**src/rtl/thermal_guard_pkg.sv**
```systemverilog
package thermal_guard_pkg;

  typedef enum logic {
    GUARD_NORMAL  = 1'b0,
    GUARD_PROTECT = 1'b1
  } guardState_t;

  // strobes from datapath to control
  typedef struct packed {
    logic tripHit;     // valid sample above trip level
    logic releaseHit;  // valid sample at or below release level
    logic adcRise;     // adcEnReq rising edge
    logic runRise;     // runReq rising edge
    logic adcLow;      // adcEnReq low
    logic runLow;      // runReq low
  } thermStrobe_t;

endpackage

```
**src/rtl/thermal_guard_datapath.sv**
```systemverilog
module thermal_guard_datapath
  import thermal_guard_pkg::*;
#(
  parameter int TEMP_W    = 8,
  parameter int TRIP_C    = 70,
  parameter int RELEASE_C = 61
) (
  input  logic              clk,
  input  logic              rstN,
  input  logic [TEMP_W-1:0] tempIn,
  input  logic              tempValid,
  input  logic              adcEnReq,
  input  logic              runReq,
  output thermStrobe_t      strobes
);

  localparam logic [TEMP_W-1:0] TripLevel    = TEMP_W'(TRIP_C);
  localparam logic [TEMP_W-1:0] ReleaseLevel = TEMP_W'(RELEASE_C);
  localparam int               NumReq       = 2;

  logic [NumReq-1:0] reqNow;
  logic [NumReq-1:0] reqPrev;
  logic [NumReq-1:0] reqRise;

  assign reqNow = {runReq, adcEnReq};

  always_ff @(posedge clk) begin
    if (!rstN) reqPrev <= '0;
    else       reqPrev <= reqNow;
  end

  for (genvar i = 0; i < NumReq; i++) begin : g_edge
    assign reqRise[i] = reqNow[i] & ~reqPrev[i];
  end

  always_comb begin
    strobes            = '0;
    strobes.tripHit    = tempValid && (tempIn > TripLevel);
    strobes.releaseHit = tempValid && (tempIn <= ReleaseLevel);
    strobes.adcRise    = reqRise[0];
    strobes.runRise    = reqRise[1];
    strobes.adcLow     = ~reqNow[0];
    strobes.runLow     = ~reqNow[1];
  end

endmodule

```
**src/rtl/thermal_guard_ctrl.sv**
```systemverilog
module thermal_guard_ctrl
  import thermal_guard_pkg::*;
(
  input  logic         clk,
  input  logic         rstN,
  input  thermStrobe_t strobes,
  input  logic         protEn,
  input  logic         stickyClr,
  output logic         adcEnOut,
  output logic         runOut,
  output logic         protActive,
  output logic         tripSticky
);

  guardState_t state;
  logic        tripNow;

  assign tripNow    = (state == GUARD_NORMAL) && protEn && strobes.tripHit;
  assign protActive = (state == GUARD_PROTECT);

  always_ff @(posedge clk) begin
    if (!rstN) begin
      state    <= GUARD_NORMAL;
      adcEnOut <= 1'b0;
      runOut   <= 1'b0;
    end else begin
      unique case (state)
        GUARD_NORMAL: begin
          if (tripNow) begin
            state    <= GUARD_PROTECT;
            adcEnOut <= 1'b0;
            runOut   <= 1'b0;
          end else begin
            if (strobes.adcRise)     adcEnOut <= 1'b1;
            else if (strobes.adcLow) adcEnOut <= 1'b0;
            if (strobes.runRise)     runOut   <= 1'b1;
            else if (strobes.runLow) runOut   <= 1'b0;
          end
        end
        GUARD_PROTECT: begin
          adcEnOut <= 1'b0;
          runOut   <= 1'b0;
          if (!protEn || strobes.releaseHit) state <= GUARD_NORMAL;
        end
        default: state <= GUARD_NORMAL;
      endcase
    end
  end

  always_ff @(posedge clk) begin
    if (!rstN)          tripSticky <= 1'b0;
    else if (tripNow)   tripSticky <= 1'b1;
    else if (stickyClr) tripSticky <= 1'b0;
  end

endmodule

```
**src/rtl/thermal_guard.sv**
```systemverilog
module thermal_guard
  import thermal_guard_pkg::*;
#(
  parameter int TEMP_W    = 8,
  parameter int TRIP_C    = 70,
  parameter int RELEASE_C = 61
) (
  input  logic              clk,
  input  logic              rstN,
  input  logic [TEMP_W-1:0] tempIn,
  input  logic              tempValid,
  input  logic              adcEnReq,
  input  logic              runReq,
  input  logic              protEn,
  input  logic              stickyClr,
  output logic              adcEnOut,
  output logic              runOut,
  output logic              protActive,
  output logic              tripSticky
);

  thermStrobe_t strobes;

  thermal_guard_datapath #(
    .TEMP_W(TEMP_W), .TRIP_C(TRIP_C), .RELEASE_C(RELEASE_C)
  ) u_dp (
    .clk(clk), .rstN(rstN), .tempIn(tempIn), .tempValid(tempValid),
    .adcEnReq(adcEnReq), .runReq(runReq), .strobes(strobes)
  );

  thermal_guard_ctrl u_ctrl (
    .clk(clk), .rstN(rstN), .strobes(strobes), .protEn(protEn),
    .stickyClr(stickyClr), .adcEnOut(adcEnOut), .runOut(runOut),
    .protActive(protActive), .tripSticky(tripSticky)
  );

endmodule

```
**config.mk**
```make
export PLATFORM = sky130hd
export DESIGN_NAME = thermal_guard
export DESIGN_NICKNAME = d
export VERILOG_FILES = /design/src/rtl/thermal_guard_pkg.sv /design/src/rtl/thermal_guard_datapath.sv /design/src/rtl/thermal_guard_ctrl.sv /design/src/rtl/thermal_guard.sv
export SDC_FILE = /design/constraint.sdc
export NUM_CORES = 1
export LEC_CHECK = 0
export ABC_CLOCK_PERIOD_IN_PS = 1000
export CORE_AREA = 2 2 39 41
export DETAILED_ROUTE_END_ITERATION = 7
export DIE_AREA = 0 0 41 43
export PLACE_DENSITY_LB_ADDON = 0.12
export SETUP_SLACK_MARGIN = 0.5
export SLEW_MARGIN = 20
export SYNTH_ARGS = -nofsm -noshare
export SYNTH_HDL_FRONTEND = slang
export SYNTH_HIERARCHICAL = 1
export SYNTH_SLANG_ARGS = --single-unit
```
**constraint.sdc**
```tcl
create_clock -name clk -period 1 [get_ports clk]
set_input_delay 0.2 -clock clk [delete_from_list [all_inputs] [get_ports clk]]
set_output_delay 0.2 -clock clk [all_outputs]
set_load 0.01 [all_outputs]
```
# == Word level (Yosys, flattened, before mapping) ==
# Cells that the tools add are included.
# word_totals
output_inout_bits,4
elab_cells,34
input_bits,15
ff_bits,6
# classes
eq_ne,2
reduce_logical,7
magnitude_cmp,2
n_mux,13
bitwise,5
# ops
cell,n
$mux 1,10
$gt 8x7->1 const B,1
$le 8x6->1 const B,1
$ne 4x3->1 const B,2
$pmux 1 s2,3
$logic_and 1x1->1,4
$not 1->1,3
$and 1x1->1,2
$reduce_bool 2->1,1
$logic_not 1->1,1
$logic_or 1x1->1,1

# == Longest topological paths before layout ==
# depth
ltp_word,5
ltp_mapped,5
ltp_nobuf,5

# == Modules after synthesis ==
# The synthesis kept the hierarchy.
# modules_own_cells
module,cells_per_inst,area_each_um2,instances,seq_area_each_um2
thermal_guard_ctrl,17,157.7,1,80.1
thermal_guard_datapath,17,128.9,1,40.0

# == Worst setup path after synthesis ==
# Ideal clock, no wire load.
# synth_timing
kind,input port to flip-flop
startpoint,input port tempIn[1]
endpoint,register u_ctrl.state (netlist: u_ctrl/protActive)
path_buffers,0
setup_ps,86
slack_ps,86
path_stages,5
required_time_ps,914
arrival_time_ps,829
cell_sequence,nand2_1 -> a21o_1 -> a21oi_1 -> nor2_1 -> a211oi_1
# synth_lines
element,line_no,text
"start, declared",thermal_guard.sv:10,"input logic [TEMP_W-1:0] tempIn,"
"end signal, assigned",thermal_guard_ctrl.sv:23,state <= GUARD_NORMAL;
"end signal, assigned",thermal_guard_ctrl.sv:30,state <= GUARD_PROTECT;
"end signal, assigned",thermal_guard_ctrl.sv:43,if (!protEn || strobes.releaseHit) state <= GUARD_NORMAL;
"end, declared",thermal_guard_ctrl.sv:15,guardState_t state;

# == Worst setup path in the final report ==
# layout_timing
startpoint,register u_ctrl.state (netlist: u_ctrl/protActive)
endpoint,output port protActive
# layout_lines
element,line_no,text
"end, declared",thermal_guard.sv:18,"output logic protActive,"
# No word-level cell between the ends.

==> run_results.csv <==
group,metric,value,unit
die,rows,14,
clock_network,cts_buffer_depth,2,
outcome,status,"finished clean",
detailed_routing,drc,0,
power,ir_drop,304,uV
sta,slew-limit-headroom,0.827,
clock_network,hold_buffers,0,
power,p_int,489,uW
finish,fin_area,593,um2
grt,grt_pass1_vias,361,
die,core-area,1380,um2
power,swShare,0.249,
finish,multi_input_area,195,um2
worst_hold_path,hold_path_class,"input pin to register",
detailed_routing,drt-pass1-iter-count,1,
finish,regArea,125,um2
worst_setup_path,cp.buffers_inverters,1,
finish,layout-drive-gt1-share,0.567,
grt,gr-total-overflow,0,
worst_setup_path,crit_path_max_fanout,2,
clock_network,htreeDepth,1,
die,start_util,0.207,
grt,grt_pass1_wl,1370,um
worst_setup_path,critical_path.top_delay_family,"flip-flops",
sta,final.setup_skew,0.000943,ns
grt,grtUsageTotal,0.124,
worst_setup_path,critPathArrivalTime,0.69,ns
die,die_x,41,um
synthesis,yosysSeqAreaShare,0.419,
synthesis,synth_cell_type_count,16,
die,die-area,1760,um2
sta,rsz0062_at_grt,"true",
sta,hold_viol,0,
sta,worstMarginPinSlew,0.257,ns
sta,max_freq,1.12,GHz
place,dp_hpwl,609,um
worst_setup_path,start_kind,"register",
power,total_power,651,uW
power,p_seq_frac,0.405,
detailed_routing,vias,342,
power,clock_power_share,0.347,
place,place_area,542,um2
finish,final_common_cell,"buf_6",
finish,n_fill_cell,148,
finish,syn_to_final_growth,107,%
place,post-place-ws,-0.444,ns
place,port_buffers,18,
flow_run,max-cap-violations,0,
clock_network,clkTransAtPathRegs,0.04,ns
grt,grt_max_degree,5,
detailed_routing,wl_per_cell,10.3,um
finish,n_antenna_cell,0,
sta,finalMaxSlewViolations,0,
synthesis,synth_nets,49,
synthesis,postSynthCellCount,34,
clock_network,cts_buffers,3,
synthesis,ys_warn_count,6,
power,powerDensity,1100,nW/um2
grt,antenna_found_initial,0,
clock_network,cts_root_buffer,"clkbuf_4",
clock_network,cts_tree,"yes",
synthesis,synth_seq_cells,6,
worst_setup_path,cp-end-kind,"output pin",
sta,period_needed,0.889,ns
finish,final_cell_mix,"buf_6, inv_1",
clock_network,clk_latency,0.25,ns
detailed_routing,drt_iter0_markers,0,
detailed_routing,drt-total-wl,779,um
synthesis,syn_avg_cell_area,8.43,um2
sta,postLayoutSetupSlackWorst,0.111,ns
die,die_h,43,um
worst_setup_path,max_stage_delay,0.34,ns
power,power.switching,162,uW
detailed_routing,vias_per_cell,4.50,
place,globalplace.congestion,0.651,
clock_network,clock-sinks,6,
worst_setup_path,crit_type,"register to output pin",
worst_setup_path,slowest_stage,"dfxtp_2",
power,p_leak,0.265,nW
finish,finish.net_count,77,
sta,setup-violations-final,0,
worst_setup_path,required,0.80,ns
die,io_pins,19,
synthesis,syn_area,287,um2
worst_setup_path,worstPathCellList,"buf_6",
detailed_routing,ant_nets,0,
sta,post-route-period-util,0.889,
power,p_comb_frac,0.248,
[logic make-up after synthesis]
logic type	Yosys count	share of synthesized area
simple gates	16	0.349
compound gates	7	0.166
buf+inv	5	0.0655
flops	6	0.419
[cell usage after synthesis]
master / instances / area [um2]
nand3_1: 1 / 5.00
and2_1: 2 / 12.5
nand3b_1: 1 / 7.51
nor4b_2: 1 / 15.0
nor2_1: 4 / 15.0
nand2b_1: 2 / 12.5
nand2_1: 3 / 11.3
a221oi_1: 2 / 17.5
o21ai_0: 2 / 10.0
dfxtp_1: 6 / 120
a211oi_1: 1 / 7.51
a21oi_1: 1 / 5.00
inv_1: 5 / 18.8
nand2b_2: 1 / 8.76
a21o_1: 1 / 7.51
nor4_2: 1 / 12.5
[flip-flops by register name, summed over array words and instances (netlist names)]
name	cells
u_ctrl/adcEnOut	1
u_ctrl/protActive	1
u_ctrl/runOut	1
u_ctrl/tripSticky	1
u_dp/reqPrev	2
[power groups by stage]
stage	combinational, mW	clock, mW	sequential, mW
after floorplan	0.0397	0	0.270
after global placement	0.153	0	0.265
after detailed placement	0.152	0	0.265
after CTS	0.151	0.240	0.263
after global routing	0.177	0.241	0.265
final	0.161	0.226	0.264
[layer usage]
layer  part of all wire  global-route usage  vias to the layer above
li1                   -                   -                      168
met1               0.37               0.121                      154
met2               0.50               0.184                       17
met3              0.091              0.0471                        3
met4              0.037               0.120                        0
met5                  0                   0                        -
[worst paths after layout]
kind,startpoint,endpoint,slack [ns],cells past startpoint
worst max-delay path,u_ctrl/protActive,protActive,0.11,1
worst min-delay path,rstN,u_ctrl/protActive,0.25,3
worst max register to register,u_ctrl/protActive,u_ctrl/adcEnOut,0.16,3
worst min register to register,u_dp/reqPrev[1],u_ctrl/runOut,0.49,3
[stage by stage]
step	TNS, ns	hold WS (ns)	util	instances
floorplan	0	0.309	-	34
finish	0	0.248	0.429	76
detailed placement	-1.92	0.474	0.392	73
global route	0	0.270	0.429	76
global placement	-1.95	0.476	0.392	73
CTS	0	0.236	0.412	76
[layout make-up]
class,instances,share of cell area
tap,16,0.0338
timing repair buffer,23,0.357
clock buffer,3,0.0380
multi-input combinational,23,0.329
inverter,5,0.0316
sequential,6,0.211
[timing repair]
item	4_1_cts	5_1_grt
setup buffers	0	0
pin swaps	10	7
gates resized for setup	65	9
setup endpoints to repair	10	8
No activity file was read; power rests on OpenSTA's default activity.
